File: config.mk
export PLATFORM = sky130hd
export DESIGN_NAME = chan_arbiter
export DESIGN_NICKNAME = d
export VERILOG_FILES = /design/src/rtl/arb_pkg.sv /design/src/rtl/arb_rst_sync.sv /design/src/rtl/arb_fixed_pick.sv /design/src/rtl/arb_rr_pick.sv /design/src/rtl/arb_rr_ptr.sv /design/src/rtl/chan_arbiter.sv
export SDC_FILE = /design/constraint.sdc
export NUM_CORES = 1
export LEC_CHECK = 0
export BUFFER_PORTS_ARGS = -buffer_cell sky130_fd_sc_hd__buf_2
export CELL_PAD_IN_SITES_DETAIL_PLACEMENT = 1
export CELL_PAD_IN_SITES_GLOBAL_PLACEMENT = 2
export CORE_MARGIN = 4
export CORE_UTILIZATION = 31
export CTS_CLUSTER_SIZE = 40
export DETAILED_ROUTE_END_ITERATION = 7
export PLACE_DENSITY = 0.72
export REMOVE_ABC_BUFFERS = 1
export SYNTH_ARGS = -nofsm -noshare
export SYNTH_HDL_FRONTEND = slang
export SYNTH_HIERARCHICAL = 1
export SYNTH_SLANG_ARGS = --single-unit
File: constraint.sdc
create_clock -name clk -period 3.3 [get_ports clk]
set_clock_uncertainty 0.15 [all_clocks]
set_input_delay 0.165 -clock clk [delete_from_list [all_inputs] [get_ports clk]]
set_output_delay 0.165 -clock clk [all_outputs]
set_load 0.03 [all_outputs]
File: src/rtl/arb_pkg.sv
`timescale 1ns/1ps
package arb_pkg;
  localparam int ARB_CH    = 4;
  localparam int ARB_IDX_W = $clog2(ARB_CH);

  // Mode codes: the value equals the number of fixed-rank low channels.
  typedef enum logic [1:0] {
    ARB_ALL_RR    = 2'b00,
    ARB_ONE_FIXED = 2'b01,
    ARB_TWO_FIXED = 2'b10,
    ARB_ALL_FIXED = 2'b11
  } arb_mode_e;
endpackage

File: src/rtl/arb_rst_sync.sv
`timescale 1ns/1ps
module arb_rst_sync (
  input  logic clk,
  input  logic rst_n_async,
  output logic rst_n_sync
);
  logic [1:0] stage_q;

  always_ff @(posedge clk or negedge rst_n_async) begin
    if (!rst_n_async) stage_q <= 2'b00;
    else              stage_q <= {stage_q[0], 1'b1};
  end

  assign rst_n_sync = stage_q[1];
endmodule

File: src/rtl/arb_fixed_pick.sv
`timescale 1ns/1ps
module arb_fixed_pick #(
  parameter int NUM_CH = 4
) (
  input  logic [NUM_CH-1:0] req_i,
  output logic [NUM_CH-1:0] gnt_o
);
  localparam logic [NUM_CH-1:0] ONE = NUM_CH'(1);

  // lowest set bit wins
  assign gnt_o = req_i & (~req_i + ONE);
endmodule

File: src/rtl/arb_rr_pick.sv
`timescale 1ns/1ps
module arb_rr_pick #(
  parameter int NUM_CH = 4,
  parameter int IDX_W  = $clog2(NUM_CH)
) (
  input  logic [NUM_CH-1:0] req_i,
  input  logic [IDX_W-1:0]  ptr_i,
  output logic [NUM_CH-1:0] gnt_o
);
  localparam logic [NUM_CH-1:0] ONE = NUM_CH'(1);

  logic [NUM_CH-1:0] rot_req;
  logic [NUM_CH-1:0] rot_gnt;

  // rotate so that the pointer channel sits at position 0
  always_comb begin
    rot_req = '0;
    for (int k = 0; k < NUM_CH; k++) begin
      rot_req[k] = req_i[ptr_i + IDX_W'(k)];
    end
  end

  assign rot_gnt = rot_req & (~rot_req + ONE);

  // rotate the winner back to its channel position
  always_comb begin
    gnt_o = '0;
    for (int k = 0; k < NUM_CH; k++) begin
      gnt_o[ptr_i + IDX_W'(k)] = rot_gnt[k];
    end
  end
endmodule

File: src/rtl/arb_rr_ptr.sv
`timescale 1ns/1ps
module arb_rr_ptr #(
  parameter int NUM_CH = 4,
  parameter int IDX_W  = $clog2(NUM_CH)
) (
  input  logic             clk,
  input  logic             rst_n,
  input  logic             adv_en_i,
  input  logic [IDX_W-1:0] gnt_idx_i,
  input  logic [IDX_W-1:0] grp_base_i,
  output logic [IDX_W-1:0] ptr_q
);
  localparam logic [IDX_W-1:0] LAST = IDX_W'(NUM_CH - 1);

  logic [IDX_W-1:0] ptr_d;

  always_comb begin
    ptr_d = ptr_q;
    if (adv_en_i) begin
      if (gnt_idx_i == LAST) ptr_d = grp_base_i;
      else                   ptr_d = gnt_idx_i + IDX_W'(1);
    end
  end

  always_ff @(posedge clk or negedge rst_n) begin
    if (!rst_n)        ptr_q <= '0;
    else if (adv_en_i) ptr_q <= ptr_d;
  end

  assert_ptr_step_R7: assert property (@(posedge clk) disable iff (!rst_n)
    adv_en_i && (gnt_idx_i != LAST) |=> ptr_q == IDX_W'($past(gnt_idx_i) + IDX_W'(1)))
    else $error("pointer did not step past accepted winner");

  assert_ptr_wrap_R7: assert property (@(posedge clk) disable iff (!rst_n)
    adv_en_i && (gnt_idx_i == LAST) |=> ptr_q == $past(grp_base_i))
    else $error("pointer did not wrap to group base");

  assert_ptr_hold_R7: assert property (@(posedge clk) disable iff (!rst_n)
    !adv_en_i |=> $stable(ptr_q))
    else $error("pointer moved without an accepted rotating grant");
endmodule

File: src/rtl/chan_arbiter.sv
`timescale 1ns/1ps
module chan_arbiter #(
  parameter int NUM_CH = arb_pkg::ARB_CH,
  parameter int IDX_W  = $clog2(NUM_CH)
) (
  input  logic              clk,
  input  logic              rst_n,
  input  logic [NUM_CH-1:0] req,
  input  logic [IDX_W-1:0]  mode,
  input  logic              accept,
  output logic [NUM_CH-1:0] grant,
  output logic              grant_valid
);
  import arb_pkg::*;

  logic              rst_q_n;
  logic [NUM_CH-1:0] fixed_mask;
  logic [NUM_CH-1:0] fixed_req, rr_req;
  logic [NUM_CH-1:0] fixed_gnt, rr_gnt;
  logic              fixed_hit;
  logic [IDX_W-1:0]  rr_ptr, ptr_eff, gnt_idx;
  logic              adv_en;

  arb_rst_sync u_rst (
    .clk         (clk),
    .rst_n_async (rst_n),
    .rst_n_sync  (rst_q_n)
  );

  // the mode value is the count of fixed-rank low channels
  for (genvar c = 0; c < NUM_CH; c++) begin : g_mask
    assign fixed_mask[c] = (IDX_W'(c) < mode);
  end

  assign fixed_req = req & fixed_mask;
  assign rr_req    = req & ~fixed_mask;
  assign fixed_hit = |fixed_req;
  assign ptr_eff   = (rr_ptr < mode) ? mode : rr_ptr;

  arb_fixed_pick #(.NUM_CH(NUM_CH)) u_fixed (
    .req_i (fixed_req),
    .gnt_o (fixed_gnt)
  );

  arb_rr_pick #(.NUM_CH(NUM_CH), .IDX_W(IDX_W)) u_rr (
    .req_i (rr_req),
    .ptr_i (ptr_eff),
    .gnt_o (rr_gnt)
  );

  assign grant       = fixed_hit ? fixed_gnt : rr_gnt;
  assign grant_valid = |req;

  always_comb begin
    gnt_idx = '0;
    for (int c = 0; c < NUM_CH; c++) begin
      if (grant[c]) gnt_idx = gnt_idx | IDX_W'(c);
    end
  end

  assign adv_en = accept && grant_valid && !fixed_hit;

  arb_rr_ptr #(.NUM_CH(NUM_CH), .IDX_W(IDX_W)) u_ptr (
    .clk        (clk),
    .rst_n      (rst_q_n),
    .adv_en_i   (adv_en),
    .gnt_idx_i  (gnt_idx),
    .grp_base_i (mode),
    .ptr_q      (rr_ptr)
  );

  assert_onehot_R1: assert property (@(posedge clk) disable iff (!rst_q_n)
    $onehot0(grant) && ((grant & ~req) == '0))
    else $error("grant not one-hot or not requested");

  assert_idle_R2: assert property (@(posedge clk) disable iff (!rst_q_n)
    (req == '0) |-> (!grant_valid && (grant == '0)))
    else $error("grant present without request");

  assert_valid_R2: assert property (@(posedge clk) disable iff (!rst_q_n)
    grant_valid |-> (grant != '0))
    else $error("valid without grant");

  assert_strict_R3: assert property (@(posedge clk) disable iff (!rst_q_n)
    (mode == IDX_W'(ARB_ALL_FIXED)) && req[1] && !req[0] |-> grant[1])
    else $error("strict order violated");

  assert_pair_R4: assert property (@(posedge clk) disable iff (!rst_q_n)
    (mode == IDX_W'(ARB_TWO_FIXED)) && req[1] && !req[0] |-> grant[1])
    else $error("channel 1 lost to rotating pair");

  assert_top_R5: assert property (@(posedge clk) disable iff (!rst_q_n)
    (mode == IDX_W'(ARB_ONE_FIXED)) && req[0] |-> grant[0])
    else $error("channel 0 not on top");

  assert_fixed_keeps_ptr_R8: assert property (@(posedge clk) disable iff (!rst_q_n)
    accept && ((grant & fixed_mask) != '0) |=> $stable(rr_ptr))
    else $error("fixed grant moved pointer");
endmodule

==> reports/qor_table.md <==
| Quantity | This run | Unit |
|---|---|---|
| Outcome | complete, but fails checks | - |
| Violated checks | setup timing | - |
| Wire per inst | 15.23 | um |
| Sum of buffers and inverters on the critical path | 4 | - |
| Leading register cell type out of synthesis | dfrtp_1 | - |
| Setup repair after global routing missed its margin | true | - |
| Cells taking the most area after synthesis | ha_1 (15%), dfrtp_1 (12%), mux4_2 (11%) | - |
| Shortest period the worst path allows | 3601 | ps |
| Setup slack, reg-to-reg | -300 | ps |
| WP data arrival | 3560 | ps |
| Switching Power | 0.4562 | mW |
| Launch point of the critical path | u_ptr/ptr_q[1]$_DFFE_PN0P_ | - |
| Later-pin clock latency in the skew report | 230 | ps |
| Buffers added on ports | 13 | - |
| Iteration-0 DRC Markers | 13 | - |
| Post-route worst hold slack | 104.7 | ps |
| Top-level I/O count | 14 | - |
| Drc violations | 0 | - |
| Vias in the first global route | 863 | - |
| Netlist Area Pre-Place | 827.0 | um2 |
| Std cell rows | 18 | - |
| Top-count cell post-synth | ha_1 | - |
| Setup ws final | -301.4 | ps |
| Maximum clock path buffer count | 2 | - |
| Initial antenna violation count | 0 | - |
| Kind of end point of the critical path | flip-flop | - |
| Post-DRT Antenna Nets | 0 | - |
| Router iterations before antenna repair | 3 | - |
| Portion of total power attributed to the clock network | 0.053 | - |
| Critical Path Start Type | flip-flop | - |
| Final count of negative-setup-slack endpoints | 5 | - |
| Pwr/cell area | 817.9 | mW/mm2 |
| Switching Fraction | 0.4222 | - |
| Maximum clock frequency | 277.7 | MHz |
| DIE HEIGHT | 59.65 | um |
| Number of flops mapped to enable cells by yosys | 0 | - |
| Count of state elements after synthesis | 4 | - |
| Maximum VDD drop | 0.0004209 | V |
| Placed wire-length estimate | 1726 | um |
| Largest net degree at the start of global routing | 9 | - |
| Warning count from the yosys run | 6 | - |
| Seq pwr share | 0.065 | - |
| Path length in cells of the critical path | 16 | - |
| Largest stage delay on the critical path | 570 | ps |
| Global-route wire length before repair | 3933 | um |
| RePlAce Congestion | 0.8132 | - |
| Internal Power | 0.6245 | mW |
| Antenna Cells | 0 | - |
| Path category of the worst min-delay check | input port to async pin | - |
| Final count of hold timing violations | 0 | - |
| Floorplan die area | 0.003558 | mm2 |
| Total routed wirelength | 2436 | um |
| DIE WIDTH | 59.65 | um |
| Cell at the root of the clock tree | clkbuf_4 | - |
| Area Overhead vs Synth | 59.76 | % |
| Portion of the clock cycle consumed by the worst path in the final layout | 1.091 | - |
| Placed insts | 147 | - |
| Source of the worst register-to-register timing path | u_ptr/ptr_q[1]$_DFFE_PN0P_ | - |
| Worst setup slack before clock tree synthesis | -414.0 | ps |
| Total clock sinks | 4 | - |
| Share of the yosys chip area belonging to registers | 0.1210 | - |
| Starting Density | 0.3308 | - |
| End of the critical path | u_ptr/ptr_q[0]$_DFFE_PN0P_ | - |
| Mean cell area of the mapped netlist | 9.506 | um2 |
| Worst reg2reg endpoint | u_ptr/ptr_q[0]$_DFFE_PN0P_ | - |
| Synthesized instance count | 87 | - |
| TritonCTS buffer count | 3 | - |
| Fraction of registers with async set/reset | 1.000 | - |
| Number of distinct library cell variants in the gate-level netlist after synthesis | 38 | - |
| Clock transition at the registers of the reported paths | 40 | ps |
| Area share of the largest cell type after synthesis | 0.1513 | - |
| Total Routing Usage GR | 0.1418 | - |
| Crit path max fanout | 5 | - |
| Post-layout instance count excluding filler cells | 160 | - |
| Area of the placeable core | 0.002500 | mm2 |
| Worst R2R Path Depth | 16 | - |
| Final Max Slew Viols | 0 | - |
| Sequence of cells on the critical path | inv_1 > ha_1 > inv_1 > o21ai_1 > o21ai_1 > buf_4 > mux4_2 > nor4b_4 > buf_4 > o22ai_2 > a31oi_4 > nor2_1 > mux2i_1 > ha_2 > or2b_1 > a31o_1 | - |
| Required time worst endpoint | 3260 | ps |
| Fraction of layout cells with a size suffix above 1 | 0.5769 | - |
| Leakage power | 0.6241 | nW |
| Vias after detailed routing | 799 | - |
| Leading post-synthesis cells by instance count | ha_1 (10), inv_1 (8), nor2_1 (6), nor2b_1 (6) | - |
| Finished Core Util | 0.5285 | - |
| H-tree level count | 1 | - |
| Final Total Pwr | 1.081 | mW |
| Aggregate global routing overflow | 0 | - |
| TritonCTS clock tree | yes | - |
| Cell type contributing the most total cell area after synthesis | ha_1 | - |
| Max-cap violations | 0 | - |
| Category of cells accounting for the largest share of critical-path delay | multiplexers | - |
| Combinational share of power | 0.881 | - |
| Crit path kind | flip-flop to flip-flop | - |
| Number of nets at the end of the flow | 151 | - |
| Routed via count divided by cell count | 4.994 | - |
| Master of the slowest instance on the critical path | mux4_2 | - |
[layout by cell type (no fill, tap or decap), drive strengths merged, types with 3 or more instances in the layout]
cell type  netlist  routed
inv              8       8
nand2            3       3
nor2             6       6
and3             3       3
buf              2      40
ha              10      10
clkbuf           0       3
nor3b            3       3
o21ai            3       3
mux2             4       4
mux2i            3       3
nor2b            7       7
mux4             4       4
dfrtp            4       4
[how the worst min path moves through the flow]
stage / from / end / cells past startpoint
global placement: rst_n / u_rst/stage_q[1]$_DFF_PN0_ / 1
CTS: rst_n / u_rst/stage_q[0]$_DFF_PN0_ / 2
floorplan: rst_n / u_rst/stage_q[0]$_DFF_PN0_ / 0
finish: rst_n / u_rst/stage_q[0]$_DFF_PN0_ / 2
global route: rst_n / u_rst/stage_q[0]$_DFF_PN0_ / 2
detailed placement: rst_n / u_rst/stage_q[0]$_DFF_PN0_ / 1
[sequential cells by signal (all words and copies together) (netlist names)]
register,flops
u_rst/stage_q,2
u_ptr/ptr_q,2
[power groups by stage]
stage	combinational [mW]	sequential [mW]	clock (mW)
4_1_cts	0.863	0.0708	0.0610
3_3_place_gp	0.640	0.0713	0
3_5_place_dp	0.662	0.0716	0
5_1_grt	1.04	0.0721	0.0667
2_1_floorplan	0.417	0.0687	0
6_report	0.953	0.0707	0.0574
[layout make-up]
cell class / count / area [um2]
well taps: 30 / 37.54
repair buffers: 42 / 335.3
multi-input cells: 73 / 795.8
fillers: 284 / 1179
inverters: 8 / 30.03
clock buffers: 3 / 22.52
flip-flops and latches: 4 / 100.1
[metrics by stage]
stage | area, um2 | setup TNS, ps
floorplan | 808.3 | -1844
global placement | 1054 | -615.8
detailed placement | 1054 | -873.7
CTS | 1265 | -826.5
global route | 1321 | -2092
finish | 1321 | -921.7
[metal layers]
| layer | up-vias | part of all wire | GRT usage |
|---|---|---|---|
| li1 | 402 | - | - |
| met1 | 391 | 0.43 | 0.1686 |
| met2 | 6 | 0.55 | 0.2731 |
| met3 | 0 | 0.019 | 0.01080 |
| met4 | 0 | 0 | 0.02848 |
| met5 | - | 0 | 0 |
[logic make-up after synthesis]
family	Yosys count	synth area share
other cells	2	0.009081
flops	4	0.1210
buf+inv	10	0.05901
compound gates	15	0.1316
simple gates	35	0.3101
fa+ha+maj	10	0.1513
mux	11	0.2179
[repair_timing]
item	4_1_cts	5_1_grt
endpoints found under the hold margin	4	0
setup endpoints to repair	6	6
hold buffers	2	0
gates resized for setup	27	9
buffers inserted	5	4
pin swaps	11	4
Power figures use the tool's default switching activity.
